[config.mk]
export PLATFORM = sky130hd
export DESIGN_NAME = tree_prefix_sum
export DESIGN_NICKNAME = d
export VERILOG_FILES = /design/src/rtl/tps_pkg.sv /design/src/rtl/tps_ctrl.sv /design/src/rtl/tps_up_node.sv /design/src/rtl/tps_down_node.sv /design/src/rtl/tps_leaf_out.sv /design/src/rtl/tree_prefix_sum.sv
export SDC_FILE = /design/constraint.sdc
export NUM_CORES = 1
export LEC_CHECK = 0
export BUFFER_PORTS_ARGS = -buffer_cell sky130_fd_sc_hd__buf_2
export CAP_MARGIN = 30
export CELL_PAD_IN_SITES_DETAIL_PLACEMENT = 1
export CELL_PAD_IN_SITES_GLOBAL_PLACEMENT = 2
export CORE_ASPECT_RATIO = 0.7
export CORE_MARGIN = 2
export CORE_UTILIZATION = 32
export DETAILED_ROUTE_END_ITERATION = 7
export HOLD_SLACK_MARGIN = 0.15
export PLACE_DENSITY = 0.84
export SLEW_MARGIN = 30
export SYNTH_ARGS = -nofsm -noshare
export SYNTH_HDL_FRONTEND = slang
export SYNTH_SLANG_ARGS = --single-unit
[constraint.sdc]
create_clock -name clk -period 3.1 [get_ports clk]
set_input_delay 0.31 -clock clk [delete_from_list [all_inputs] [get_ports clk]]
set_output_delay 0.31 -clock clk [all_outputs]
set_load 0.02 [all_outputs]
[src/rtl/tps_pkg.sv]
// Package tps_pkg
// Shared helpers for the tree prefix summer. Nodes use heap numbering:
// the root is 1 and the children of node n are 2n and 2n+1. Leaves occupy
// the indices N..2N-1.
package tps_pkg;

    // Tree level of heap node idx: the level-1 nodes sit just above the
    // leaves and the root sits at level `levels`.
    function automatic int node_level(input int idx, input int levels);
        int depth;
        int v;
        depth = 0;
        v = idx;
        while (v > 1) begin
            v = v >> 1;
            depth = depth + 1;
        end
        return levels - depth;
    endfunction

endpackage

[src/rtl/tps_ctrl.sv]
// Module tps_ctrl
// Sequencer for the prefix tree. A single token walks a shift register,
// one bit per pipeline stage, and its position gives the load enable of
// each stage. A strobe is taken only while no token sits in the
// stages before the last one. A strobe that lands in the output cycle is
// therefore still taken.
// Assumes: STAGES >= 2.
module tps_ctrl #(
    parameter int STAGES = 6
) (
    input  logic              clk,
    input  logic              rst_n,
    input  logic              in_valid,
    output logic [STAGES-1:0] stage_en,
    output logic              out_valid
);

    logic [STAGES-1:0] token_q;
    logic              busy;
    logic              take;

    assign busy      = |token_q[STAGES-2:0];
    assign take      = in_valid && !busy;
    assign stage_en  = {token_q[STAGES-2:0], take};
    assign out_valid = token_q[STAGES-1];

    // Advance the token one stage per cycle and inject a new token on take.
    always_ff @(posedge clk) begin
        if (!rst_n) begin
            token_q <= '0;
        end else begin
            token_q <= {token_q[STAGES-2:0], take};
        end
    end

    // the result strobe lasts one cycle only.
    a_r2_single_pulse: assert property (@(posedge clk) disable iff (!rst_n)
        out_valid |=> !out_valid);

    // at most one set is ever in flight.
    a_r6_one_in_flight: assert property (@(posedge clk) disable iff (!rst_n)
        $onehot0(token_q));

endmodule

[src/rtl/tps_up_node.sv]
// Module tps_up_node
// Internal tree node used in the upward sweep. When enabled, it registers
// the sum of its two child totals for its parent and keeps the left child
// total for the downward sweep.
// Assumes: W is wide enough for the full subtree sum.
module tps_up_node #(
    parameter int W = 11
) (
    input  logic         clk,
    input  logic         rst_n,
    input  logic         en,
    input  logic [W-1:0] left_in,
    input  logic [W-1:0] right_in,
    output logic [W-1:0] sum_q,
    output logic [W-1:0] left_q
);

    // Latch the subtree total and the left-child total on the stage enable.
    always_ff @(posedge clk) begin
        if (!rst_n) begin
            sum_q  <= '0;
            left_q <= '0;
        end else if (en) begin
            sum_q  <= left_in + right_in;
            left_q <= left_in;
        end
    end

endmodule

[src/rtl/tps_down_node.sv]
// Module tps_down_node
// Register that holds the value a node receives from its parent during the
// downward sweep. For a left child the parent supplies zero as add_in.
// For a right child it supplies its kept left total.
// Assumes: the parent's kept total is stable while en is high.
module tps_down_node #(
    parameter int W = 11
) (
    input  logic         clk,
    input  logic         rst_n,
    input  logic         en,
    input  logic [W-1:0] p_in,
    input  logic [W-1:0] add_in,
    output logic [W-1:0] down_q
);

    // Load the value handed down by the parent on the stage enable.
    always_ff @(posedge clk) begin
        if (!rst_n) begin
            down_q <= '0;
        end else if (en) begin
            down_q <= p_in + add_in;
        end
    end

endmodule

[src/rtl/tps_leaf_out.sv]
// Module tps_leaf_out
// Tree leaf. It captures its input lane when a set is taken and holds it
// through both sweeps. In the final stage it registers its running total:
// the value from its parent plus its own captured lane.
// Assumes: no new set is taken before out_en of the current set.
module tps_leaf_out #(
    parameter int IN_W = 8,
    parameter int W    = 11
) (
    input  logic            clk,
    input  logic            rst_n,
    input  logic            cap_en,
    input  logic            out_en,
    input  logic [IN_W-1:0] x_in,
    input  logic [W-1:0]    p_in,
    input  logic [W-1:0]    add_in,
    output logic [W-1:0]    out_q
);

    logic [IN_W-1:0] held_q;

    // Hold the lane value for the whole trip through the tree.
    always_ff @(posedge clk) begin
        if (!rst_n) begin
            held_q <= '0;
        end else if (cap_en) begin
            held_q <= x_in;
        end
    end

    // Form the lane result in the last stage and hold it until the next one.
    always_ff @(posedge clk) begin
        if (!rst_n) begin
            out_q <= '0;
        end else if (out_en) begin
            out_q <= p_in + add_in + W'(held_q);
        end
    end

endmodule

[src/rtl/tree_prefix_sum.sv]
// Module tree_prefix_sum
// Inclusive running totals over N_LEAVES lanes, computed with a binary tree
// in two sweeps. Upward: one level per cycle, and each node keeps its
// left-child total. Downward: the root sends zero left and its kept total
// right, and each lower node sends (received) left and (received + kept)
// right, one level per cycle. The leaves then add their own lanes. The
// latency is 2*log2(N_LEAVES) edges. Only one set is in flight at a time.
// Assumes: N_LEAVES is a power of two and at least 4.
module tree_prefix_sum #(
    parameter  int N_LEAVES = 8,
    parameter  int IN_W     = 8,
    localparam int LEVELS   = $clog2(N_LEAVES),
    localparam int OUT_W    = IN_W + LEVELS,
    localparam int STAGES   = 2 * LEVELS
) (
    input  logic                      clk,
    input  logic                      rst_n,
    input  logic                      in_valid,
    input  logic [N_LEAVES*IN_W-1:0]  in_data,
    output logic                      out_valid,
    output logic [N_LEAVES*OUT_W-1:0] out_sum
);

    logic [STAGES-1:0] stage_en;
    logic [OUT_W-1:0]  sum_v  [1:N_LEAVES-1];
    logic [OUT_W-1:0]  left_v [1:N_LEAVES-1];
    logic [OUT_W-1:0]  down_v [2:N_LEAVES-1];
    logic [OUT_W-1:0]  lane_q [N_LEAVES];

    tps_ctrl #(.STAGES(STAGES)) u_ctrl (
        .clk       (clk),
        .rst_n     (rst_n),
        .in_valid  (in_valid),
        .stage_en  (stage_en),
        .out_valid (out_valid)
    );

    // Upward sweep: a level-k node loads in stage k-1.
    for (genvar j = 1; j < N_LEAVES; j++) begin : g_up
        localparam int LVL = tps_pkg::node_level(j, LEVELS);
        logic [OUT_W-1:0] l_child;
        logic [OUT_W-1:0] r_child;
        if (LVL == 1) begin : g_from_lanes
            assign l_child = OUT_W'(in_data[(2*j-N_LEAVES)*IN_W +: IN_W]);
            assign r_child = OUT_W'(in_data[(2*j+1-N_LEAVES)*IN_W +: IN_W]);
        end else begin : g_from_nodes
            assign l_child = sum_v[2*j];
            assign r_child = sum_v[2*j+1];
        end
        tps_up_node #(.W(OUT_W)) u_node (
            .clk      (clk),
            .rst_n    (rst_n),
            .en       (stage_en[LVL-1]),
            .left_in  (l_child),
            .right_in (r_child),
            .sum_q    (sum_v[j]),
            .left_q   (left_v[j])
        );
    end

    // Downward sweep: a level-k node receives its value in stage STAGES-1-k.
    for (genvar i = 2; i < N_LEAVES; i++) begin : g_down
        localparam int LVL = tps_pkg::node_level(i, LEVELS);
        localparam int PAR = i / 2;
        logic [OUT_W-1:0] p_par;
        logic [OUT_W-1:0] add_v;
        if (PAR == 1) begin : g_root_parent
            assign p_par = '0;
        end else begin : g_inner_parent
            assign p_par = down_v[PAR];
        end
        if (i % 2 == 1) begin : g_right
            assign add_v = left_v[PAR];
        end else begin : g_left
            assign add_v = '0;
        end
        tps_down_node #(.W(OUT_W)) u_node (
            .clk    (clk),
            .rst_n  (rst_n),
            .en     (stage_en[STAGES-1-LVL]),
            .p_in   (p_par),
            .add_in (add_v),
            .down_q (down_v[i])
        );
    end

    // Leaves: capture in stage 0 and form the result in the last stage.
    for (genvar k = 0; k < N_LEAVES; k++) begin : g_leaf
        localparam int PAR = (N_LEAVES + k) / 2;
        logic [OUT_W-1:0] add_v;
        if (k % 2 == 1) begin : g_right
            assign add_v = left_v[PAR];
        end else begin : g_left
            assign add_v = '0;
        end
        tps_leaf_out #(.IN_W(IN_W), .W(OUT_W)) u_leaf (
            .clk    (clk),
            .rst_n  (rst_n),
            .cap_en (stage_en[0]),
            .out_en (stage_en[STAGES-1]),
            .x_in   (in_data[k*IN_W +: IN_W]),
            .p_in   (down_v[PAR]),
            .add_in (add_v),
            .out_q  (lane_q[k])
        );
        assign out_sum[k*OUT_W +: OUT_W] = lane_q[k];
    end

    // results change only together with the strobe.
    a_r8_hold: assert property (@(posedge clk) disable iff (!rst_n)
        !out_valid |-> $stable(out_sum));

    // the top lane equals the total the root formed on the way up.
    a_r3_total: assert property (@(posedge clk) disable iff (!rst_n)
        out_valid |-> (lane_q[N_LEAVES-1] == sum_v[1]));

    // the top lane never exceeds the largest possible total.
    a_r4_no_overflow: assert property (@(posedge clk) disable iff (!rst_n)
        out_valid |-> (int'(lane_q[N_LEAVES-1]) <= N_LEAVES * ((1 << IN_W) - 1)));

    // running totals of unsigned lanes never decrease from lane to lane.
    for (genvar m = 0; m < N_LEAVES - 1; m++) begin : g_mono
        a_r3_monotone: assert property (@(posedge clk) disable iff (!rst_n)
            out_valid |-> (lane_q[m+1] >= lane_q[m]));
    end

endmodule

## Yosys cells after proc, flatten, opt, wreduce, memory -nomap -nowiden

Index checks and enable logic that the tools add are counted.

- Add/subtract/negate cells: 12
- Reduce and logical (&&, ||, !) cells: 3

Operator list:

| kind | number |
|---|---|
| adder 11 x 8 -> 11 bit | 6 |
| adder 8 x 8 -> 9 bit | 4 |
| adder 11 bit | 2 |
| OR reduction 5 bit | 1 |
| logical AND 1 bit | 1 |
| zero test 1 bit | 1 |

- Output and inout bits: 89
- Logic and storage cells: 43
- Input bits: 67
- Flip-flop bits (word level): 276

## Logic depth before layout (Yosys ltp)

Gate-level depths: netlist of the first run.

- Word-level depth: 3
- Depth in mapped cells: 15
- Mapped depth without buffers: 15

## Hierarchy

From an unflattened synthesis of the first run, not the netlist that was laid out.

- Cell total of the unflattened synthesis: 2822
- Area, all modules: 25339.3 um^2

By module, submodules not included:

| module | instances | seq. area each (um^2) | cells an instance | area an instance (um^2) |
|---|---|---|---|---|
| tps_up_node | 7 | 440.4 | 146 | 1272.5 |
| tps_leaf_out at g_leaf[3].u_leaf ... | 5 | 380.4 | 133 | 1297.5 |
| tps_down_node | 6 | 220.2 | 120 | 975.9 |
| tps_leaf_out at g_leaf[1].u_leaf ... | 2 | 380.4 | 133 | 1293.7 |
| tps_leaf_out at g_leaf[0].u_leaf | 1 | 380.4 | 133 | 1307.5 |
| tps_ctrl | 1 | 120.1 | 15 | 190.2 |
| tree_prefix_sum | 1 | 0.0 | 1 | 3.8 |

## Worst setup path after synthesis of the first run

No wires, ideal clock.

- Kind: reg-to-reg
- From: register g_down[6].u_node.down_q[0]
- To: register g_leaf[5].u_leaf.out_q[8]
- Buffers on the path: 0
- Arrival: 2.783 ns
- Path slack: 0.238 ns
- Cell stages (with the launch flop): 13
- Library setup time: 0.079 ns
- Data required time: 3.021 ns
- Period minus slack after synthesis: 2.862 ns
- Cell sequence: dfxtp_1 > ha_1 > inv_1 > fa_1 > inv_1 > fa_1 > a21o_1 > a21oi_2 > o21bai_1 > a2111oi_0 > nor3_1 > xnor2_1 > a211oi_2

- Cells in the longest elaborated chain, start to end: 2

RTL lines:

| what | RTL line | source |
|---|---|---|
| start, declared | tps_down_node.sv:14 | `output logic [W-1:0] down_q` |
| start signal, assigned | tps_down_node.sv:22 | `down_q <= p_in + add_in;` |
| adder 11 x 8 -> 11 bit | -- |  |
| adder 11 x 8 -> 11 bit | tps_leaf_out.sv:36 | `out_q <= p_in + add_in + W'(held_q);` |
| end signal, assigned | tps_leaf_out.sv:36 |  |
| end, declared | tps_leaf_out.sv:17 | `output logic [W-1:0] out_q` |

No other way between the ends.
A chain may end at the register's enable or synchronous reset.

## Worst setup path in the final report of the first run

- From: register g_down[5].u_node.down_q[0]
- To: register g_leaf[3].u_leaf.out_q[9]

- Cells in the longest elaborated chain, start to end: 2

RTL lines:

| what | RTL line |
|---|---|
| start, declared | tps_down_node.sv:14 |
| start signal, assigned | tps_down_node.sv:22 |
| adder 11 x 8 -> 11 bit | -- |
| adder 11 x 8 -> 11 bit | tps_leaf_out.sv:36 |
| end signal, assigned | tps_leaf_out.sv:36 |
| end, declared | tps_leaf_out.sv:17 |

No other way between the ends.

==> key figures, run 1 <==
Routing
  • Antenna viol nets, final: 0
  • DR DRC count: 0
  • Drt pass-1 iters: 4
  • Vias per Instance: 4.96
  • DRT Wirelength: 40.1 mm
  • Vias post-DR: about 11,000
  • Iteration-0 DRC Markers: between 400 and 500
  • Drt wl/cell: between 15 and 20 um

Layout
  • Nets@finish: approximately 1,900
  • Synth-to-layout area growth: 23.7%
  • Layout cells sized above 1: between 15 and 20%
  • N_diodes: 0
  • Post-Layout Inst Area: 16,000 sq um

Timing
  • RSZ-0062 raised after global routing: yes
  • Final period util: a little over nine tenths
  • # setup viols final: 0
  • Skew final: around 0.012 ns
  • Min Hold Slack: around 0.3 ns
  • Hold Violations, Final: 0
  • Min cycle time layout: roughly 3 ns
  • Final Max Tran Viols: 0
  • Max-slew headroom: around 62%
  • Final Worst Setup Slack: 0.112 ns
  • Tightest Pin Transition: between 0.5 and 0.6 ns
  • Fmax: 335 MHz

Worst setup path
  • Startpoint Class: register
  • Setup slack, reg-to-reg: ~0.11 ns
  • Slowest-stage cell, CP: fa_2
  • Worst-path fanout max: 3
  • Reg2reg start: g_down[5].u_node.down_q[0]$_SDFFE_PN0P_
  • WP buf/inv: 1
  • Crit-path cells: ha_4, inv_1, fa_2, nor2b_4, o21a_1, nor2_1, xnor2_1, ha_1, o21a_1, a211oi_2, nor2_1, o211ai_1, nor2_1, o31a_1
  • CP arrival: roughly 3.4 ns
  • Setup crit end kind: register
  • R2R depth: 14
  • Max stage delay on crit path: between 0.4 and 0.5 ns
  • CP dominant cell by count: nor2_1
  • WS Path Type: register to register
  • CP delay by family, top: compound AO/OA/AOI/OAI gates
  • Worst endpoint required time: about 3.6 ns
  • Reg2reg end: g_leaf[3].u_leaf.out_q[9]$_SDFFE_PN0P_

Global route
  • Gr usage total: a little under a fifth
  • Pin count of the biggest net entering global routing: 73
  • Initial antenna violation count: 0
  • First-pass GRT wire length: 62.7 mm
  • Grt total ovfl: 0
  • Vias in the first global route: about 12,000

Placement
  • Area after DPL: between 10,000 and 15,000 sq um
  • RD Place Congestion: approximately 0.8
  • Pre-CTS setup slack: -0.0420 ns
  • IO Port Bufs: ~150
  • Post-DP HPWL: approximately 29 mm

Min path
  • Hold Path Class: input port to register
  • Critical hold path startpoint: rst_n
  • Cells on Worst Hold Path: 3
  • Hold endpoint: g_leaf[1].u_leaf.out_q[8]$_SDFFE_PN0P_

Synthesis
  • Seq/Total Area, Yosys: a little under 40%
  • Synth Cell Area: ~13,000 sq um
  • Most frequent cells after synthesis: dfxtp_1 (257), nor2_1 (196), nand2_1 (187)
  • Post-synth EDFFs: 0
  • Mapped Cells: 1,495
  • Top FF cell, synth: dfxtp_1
  • Register bit total from synthesis: approximately 260
  • Synth top area cells: dfxtp_1 (40%), ha_1 (9.7%), mux2i_1 (8.0%), nor2_1 (5.7%), a21oi_1 (5.5%)
  • Yosys warnings: 0
  • Top-count cell post-synth: dfxtp_1
  • Fraction of registers with async set or reset after synthesis: 0%
  • Synth cell types: a little under 80
  • Top-area cell type share of the netlist area: 39.7%
  • Avg Cell Area, Syn: just under 9 sq um
  • Post-synth top area cell: dfxtp_1

Clocking
  • CTS tree: yes
  • Root buffer cell: clkbuf_16
  • Clock buffer depth: 3
  • Clock Latency Late Sink: roughly 0.56 ns
  • Clock transition at path regs: about 0.060 ns
  • CTS sink count: approximately 260
  • H-tree depth: 1
  • CTS buffer count: 27

Pwr
  • Leakage: between 0.006 and 0.007 uW
  • Worst VDD drop: between 0.3 and 0.4 mV
  • Tot Pwr: between 8000 and 9000 uW
  • Pwr/cell area: 505 nW/um^2

Floorplanning
  • Core area: approximately 40,000 sq um
  • Core Rows: between 60 and 70
  • Die height: about 170 um
  • Die Footprint: around 42,000 sq um
  • I/O Pins: between 150 and 200
  • Chip Width: between 200 and 250 um
  • Initial Util: between 30% and 40%

Run status
  • Status: complete, no violations

Flow run
  • Max-cap violations: 0
## metal layers
| metal | track usage, % | vias up | part of all wire (%) |
|---|---|---|---|
| met1 | 25.0 | 5383 | 48 |
| met3 | 2.72 | 53 | 3.6 |
| li1 | - | 5542 | - |
| met2 | 31.6 | 171 | 47 |
| met4 | 4.00 | 0 | 2.1 |
| met5 | 0 | - | 0 |
## worst max-delay path by stage
| stage | startpoint | to | slack [ns] | cells past startpoint |
|---|---|---|---|---|
| after floorplan | g_down[6].u_node.down_q[0]$_SDFFE_PN0P_ | g_leaf[5].u_leaf.out_q[8]$_SDFFE_PN0P_ | 0.24 | 12 |
| after global placement | g_down[6].u_node.down_q[0]$_SDFFE_PN0P_ | g_leaf[5].u_leaf.out_q[8]$_SDFFE_PN0P_ | 0.09 | 12 |
| after detailed placement | g_down[7].u_node.down_q[0]$_SDFFE_PN0P_ | g_leaf[7].u_leaf.out_q[9]$_SDFFE_PN0P_ | -0.04 | 15 |
| after CTS | g_down[6].u_node.down_q[0]$_SDFFE_PN0P_ | g_leaf[5].u_leaf.out_q[8]$_SDFFE_PN0P_ | 0.01 | 12 |
| after global routing | g_down[5].u_node.down_q[0]$_SDFFE_PN0P_ | g_leaf[3].u_leaf.out_q[9]$_SDFFE_PN0P_ | -0.05 | 14 |
| final | g_down[5].u_node.down_q[0]$_SDFFE_PN0P_ | g_leaf[3].u_leaf.out_q[9]$_SDFFE_PN0P_ | 0.11 | 14 |
## placed cells by master, fill, tap and decap left out, types with 21 or more instances in the layout
| cell | synthesis | layout |
|---|---|---|
| mux2i_1 | 103 | 103 |
| a21oi_1 | 143 | 140 |
| nand3_1 | 28 | 28 |
| o21ai_0 | 51 | 48 |
| xnor2_1 | 40 | 38 |
| nand2_1 | 187 | 187 |
| ha_1 | 100 | 97 |
| buf_2 | 16 | 149 |
| a21o_1 | 21 | 21 |
| clkbuf_16 | 0 | 27 |
| dlygate4sd3_1 | 0 | 64 |
| a211oi_1 | 28 | 25 |
| buf_4 | 9 | 28 |
| nor2_1 | 196 | 196 |
| dfxtp_1 | 257 | 253 |
| inv_1 | 63 | 63 |
## worst register-to-register path: cells and delay by family, from the launching register on
| kind | cells | cell delay [ns] |
|---|---|---|
| flops | 1 | 0.36 |
| xor+xnor | 1 | 0.21 |
| compound gates | 5 | 1.06 |
| simple gates | 4 | 0.36 |
| buf+inv | 1 | 0.05 |
| fa+ha+maj | 3 | 0.85 |
## timing repair
action	in CTS	in global routing
pin swaps	0	20
hold buffers	64	0
endpoints found under the hold margin	65	0
resized for setup	2	32
setup endpoints to repair	2	10
setup buffers	0	11
## where the power goes
| part | switching, uW | total, uW | internal, uW |
|---|---|---|---|
| Combinational | 584 | 1010 | 421 |
| Sequential | 96.8 | 3510 | 3420 |
| Clock | 1440 | 3580 | 2140 |
| Total | 2120 | 8100 | 5980 |
## area by class of cell
class	instances	area [sq um]
clock inverters	16	230
repair buffers	245	1680
well taps	535	669
flip-flops and latches	257	5150
inverters	65	249
clock buffers	34	752
multi-input cells	1097	7310
fillers	4680	23800
## cell families (layout without fill, tap and decap cells)
family                   count (synthesis)  in the layout  synth area share, %
AO/OA/AOI/OAI                          340            340                 16.3
XOR/XNOR                                46             46                 3.22
multiplexers                           104            104                 8.04
flip-flops                             257            257                 39.7
other                                    1              6               0.0289
buffers and inverters                  146            360                 5.02
AND/OR/NAND/NOR                        489            489                 16.2
adder cells (fa/ha/maj)                112            112                 11.5
## through the flow
step                      utilization [%]  cells  setup TNS [ns]
after CTS                            39.8   2238               0
after global routing                 40.3   2249          -0.110
after global placement               35.7   2124               0
final                                40.3   2249               0
after floorplan                         -   1500               0
after detailed placement             35.7   2124         -0.0420
## registers in the layout, indices dropped and copies added (netlist names)
signal and count:
g_leaf.u_leaf.held_q 48, g_up.u_node.left_q 44, g_up.u_node.sum_q 37, g_leaf.u_leaf.out_q 82
g_down.u_node.down_q 40, u_ctrl.token_q 6
No activity file was read; power rests on OpenSTA's default activity.
==> run 2: changes to the inputs <==
--- a/config.mk
+++ b/config.mk
@@ -15,6 +15,7 @@
 export DETAILED_ROUTE_END_ITERATION = 7
 export HOLD_SLACK_MARGIN = 0.15
 export PLACE_DENSITY = 0.84
+export REMOVE_ABC_BUFFERS = 1
 export SLEW_MARGIN = 30
 export SYNTH_ARGS = -nofsm -noshare
 export SYNTH_HDL_FRONTEND = slang
==> run 2 against run 1 <==
Global-route usage decreased by 0.88 points. Largest power group unchanged. Sequential share of layout area decreased by 0.094 points. Critical path depth decreased by 2. Clock-buffer cell count increased by 9. Final cell count about the same. Clock skew decreased by 0.0029 ns. Core utilization increased by 0.14 points. Combinational power about the same. Critical path type unchanged. First-iteration DRC count increased by 7.8%. Hold slack got worse by 0.040 ns. Sequential cell count unchanged. Clock power about the same.
==> key figures, run 2 (synthesis results as in run 1) <==
Routing
  • Antenna viol nets, final: 0
  • Iteration-0 DRC Markers: about 470
  • DR DRC count: 0
  • Drt pass-1 iters: 4
  • Drt wl/cell: approximately 17 um
  • DRT Wirelength: between 30 and 40 mm
  • Vias per Instance: between 4 and 5
  • Vias post-DR: roughly 11,000

Worst setup path
  • Startpoint Class: register
  • CP delay by family, top: compound AO/OA/AOI/OAI gates
  • Setup crit end kind: register
  • Slowest-stage cell, CP: xnor2_1
  • Worst-path fanout max: 4
  • Max stage delay on crit path: roughly 0.38 ns
  • WS Path Type: register to register
  • Worst endpoint required time: 3.54 ns
  • WP buf/inv: 0
  • Crit-path cells: ha_1, o21ai_1, o211a_1, nor2_1, nor2_1, xnor2_1, ha_1, o21ai_0, o21bai_1, or3b_1, xnor2_1, o21ai_1
  • CP arrival: approximately 3.5 ns

Min path
  • Hold Path Class: input port to register

Pwr
  • Pwr/cell area: 503 nW/um^2
  • Leakage: about 0.0067 uW
  • Worst VDD drop: 0.393 mV

Clocking
  • CTS buffer count: 29
  • Clock Latency Late Sink: 0.55 ns
  • CTS sink count: 257
  • CTS tree: yes
  • Root buffer cell: clkbuf_16
  • Clock transition at path regs: ~0.060 ns
  • H-tree depth: 1
  • Clock buffer depth: 3

Layout
  • Nets@finish: 1,873
  • Max reg flops: 82
  • Largest reg by FF count: g_leaf.u_leaf.out_q
  • Fillers: between 4,000 and 5,000
  • Commonest non-fill, non-tap cell in the layout: dfxtp_1
  • Synth-to-layout area growth: 24.2%
  • Biggest regs: g_leaf.u_leaf.out_q (82), g_leaf.u_leaf.held_q (48), g_up.u_node.left_q (44)
  • Commonest cells after routing, fill and taps aside: dfxtp_1 (251), nor2_1 (196), nand2_1 (187), buf_2 (149), a21oi_1 (142)
  • Layout cells sized above 1: 16.6%

Timing
  • Final Max Tran Viols: 0
  • # setup viols final: 0
  • Hold Violations, Final: 0
  • Skew final: between 0.009 and 0.01 ns
  • Tightest Pin Transition: ~0.73 ns
  • Final period util: 97.4%
  • Max-slew headroom: between 50% and 60%
  • Min Hold Slack: 0.253 ns
  • Fmax: about 330 MHz
  • Setup TNS: 0 ns
  • Min cycle time layout: 3.02 ns
  • RSZ-0062 raised after global routing: yes

Global route
  • Pin count of the biggest net entering global routing: between 80 and 90
  • M3 GR Usage: between 3 and 4%
  • Grt total ovfl: 0
  • Met1 Usage GRT: between 20% and 30%
  • Gr usage total: roughly 18%
  • Vias in the first global route: around 11,000
  • Top Usage Layer GRT: met2
  • Met2 Track Usage GR: 27.9%
  • First-pass GRT wire length: 60.5 mm
  • Initial antenna violation count: 1

Floorplanning
  • Initial Util: between 30% and 40%
  • Die height: roughly 170 um
  • Core area: about 40,000 sq um
  • Chip Width: 245 um
  • I/O Pins: 156
  • Die Footprint: roughly 42,000 sq um
  • Core Rows: 61

Placement
  • RD Place Congestion: approximately 0.8
  • IO Port Bufs: roughly 150
  • Post-DP HPWL: 26.1 mm

Flow run
  • Max-cap violations: 0

Run status
  • Status: complete, no violations
[run 2: what timing repair did]
item                                    4_1_cts  5_1_grt
endpoints found under the setup margin        3       11
resized for setup                             5       40
pin swaps                                     1       21
hold buffers                                 64        0
buffers inserted                              1        6
hold endpoints to repair                     66        0
[run 2: layout make-up]
| type | count | area [sq um] | share of cell area [%] |
|---|---|---|---|
| Multi-Input combinational cell | 1097 | 7360 | 45.7 |
| Sequential cell | 257 | 5150 | 32.0 |
| Timing Repair Buffer | 244 | 1680 | 10.4 |
| Clock buffer | 43 | 858 | 5.33 |
| Tap cell | 535 | 669 | 4.16 |
| Inverter | 65 | 249 | 1.55 |
| Clock inverter | 8 | 123 | 0.762 |
| Antenna cell | 1 | 2.50 | 0.0155 |
[run 2: where the power goes]
part           switching (uW)  total [uW]  internal (uW)
Sequential               85.7        3500           3420
Clock                    1430        3580           2150
Combinational             583        1010            428
[run 2: layer usage]
layer	part of all wire, %	wire [um]
met5	0	0
met4	1.5	551
met3	3.7	1420
met2	43	16400
met1	51	19500
[run 2: through the flow]
| stage | cells | power (uW) | setup slack (ns) | area [sq um] | utilization, % |
|---|---|---|---|---|---|
| 6_report | 2250 | 8100 | 0.0807 | 16100 | 40.4 |
| 5_1_grt | 2249 | 8490 | -0.123 | 16100 | 40.4 |
| 4_1_cts | 2243 | 8170 | 0.00351 | 15900 | 39.9 |
| 3_5_place_dp | 2127 | 4480 | -0.0177 | 14200 | 35.8 |
| 3_3_place_gp | 2127 | 4450 | 0.0398 | 14200 | 35.8 |
| 2_1_floorplan | 1419 | 4150 | -1.79 | 12600 | - |
[run 2: tightest hold or removal path, delay by kind of cell]
kind,cells,cell delay (ns)
AND/OR/NAND/NOR,1,0.14
AO/OA/AOI/OAI,1,0.05
buffers and inverters,1,0.26
[run 2: final timing paths]
check / startpoint / endpoint / slack, ns / depth (start not counted)
hold / removal: rst_n / g_leaf[7].u_leaf.out_q[9]$_SDFFE_PN0P_ / 0.25 / 3
setup / recovery: g_down[7].u_node.down_q[2]$_SDFFE_PN0P_ / g_leaf[7].u_leaf.out_q[9]$_SDFFE_PN0P_ / 0.08 / 12
setup reg to reg: g_down[7].u_node.down_q[2]$_SDFFE_PN0P_ / g_leaf[7].u_leaf.out_q[9]$_SDFFE_PN0P_ / 0.08 / 12
hold reg to reg: g_up[6].u_node.sum_q[5]$_SDFFE_PN0P_ / g_up[6].u_node.sum_q[5]$_SDFFE_PN0P_ / 0.46 / 2
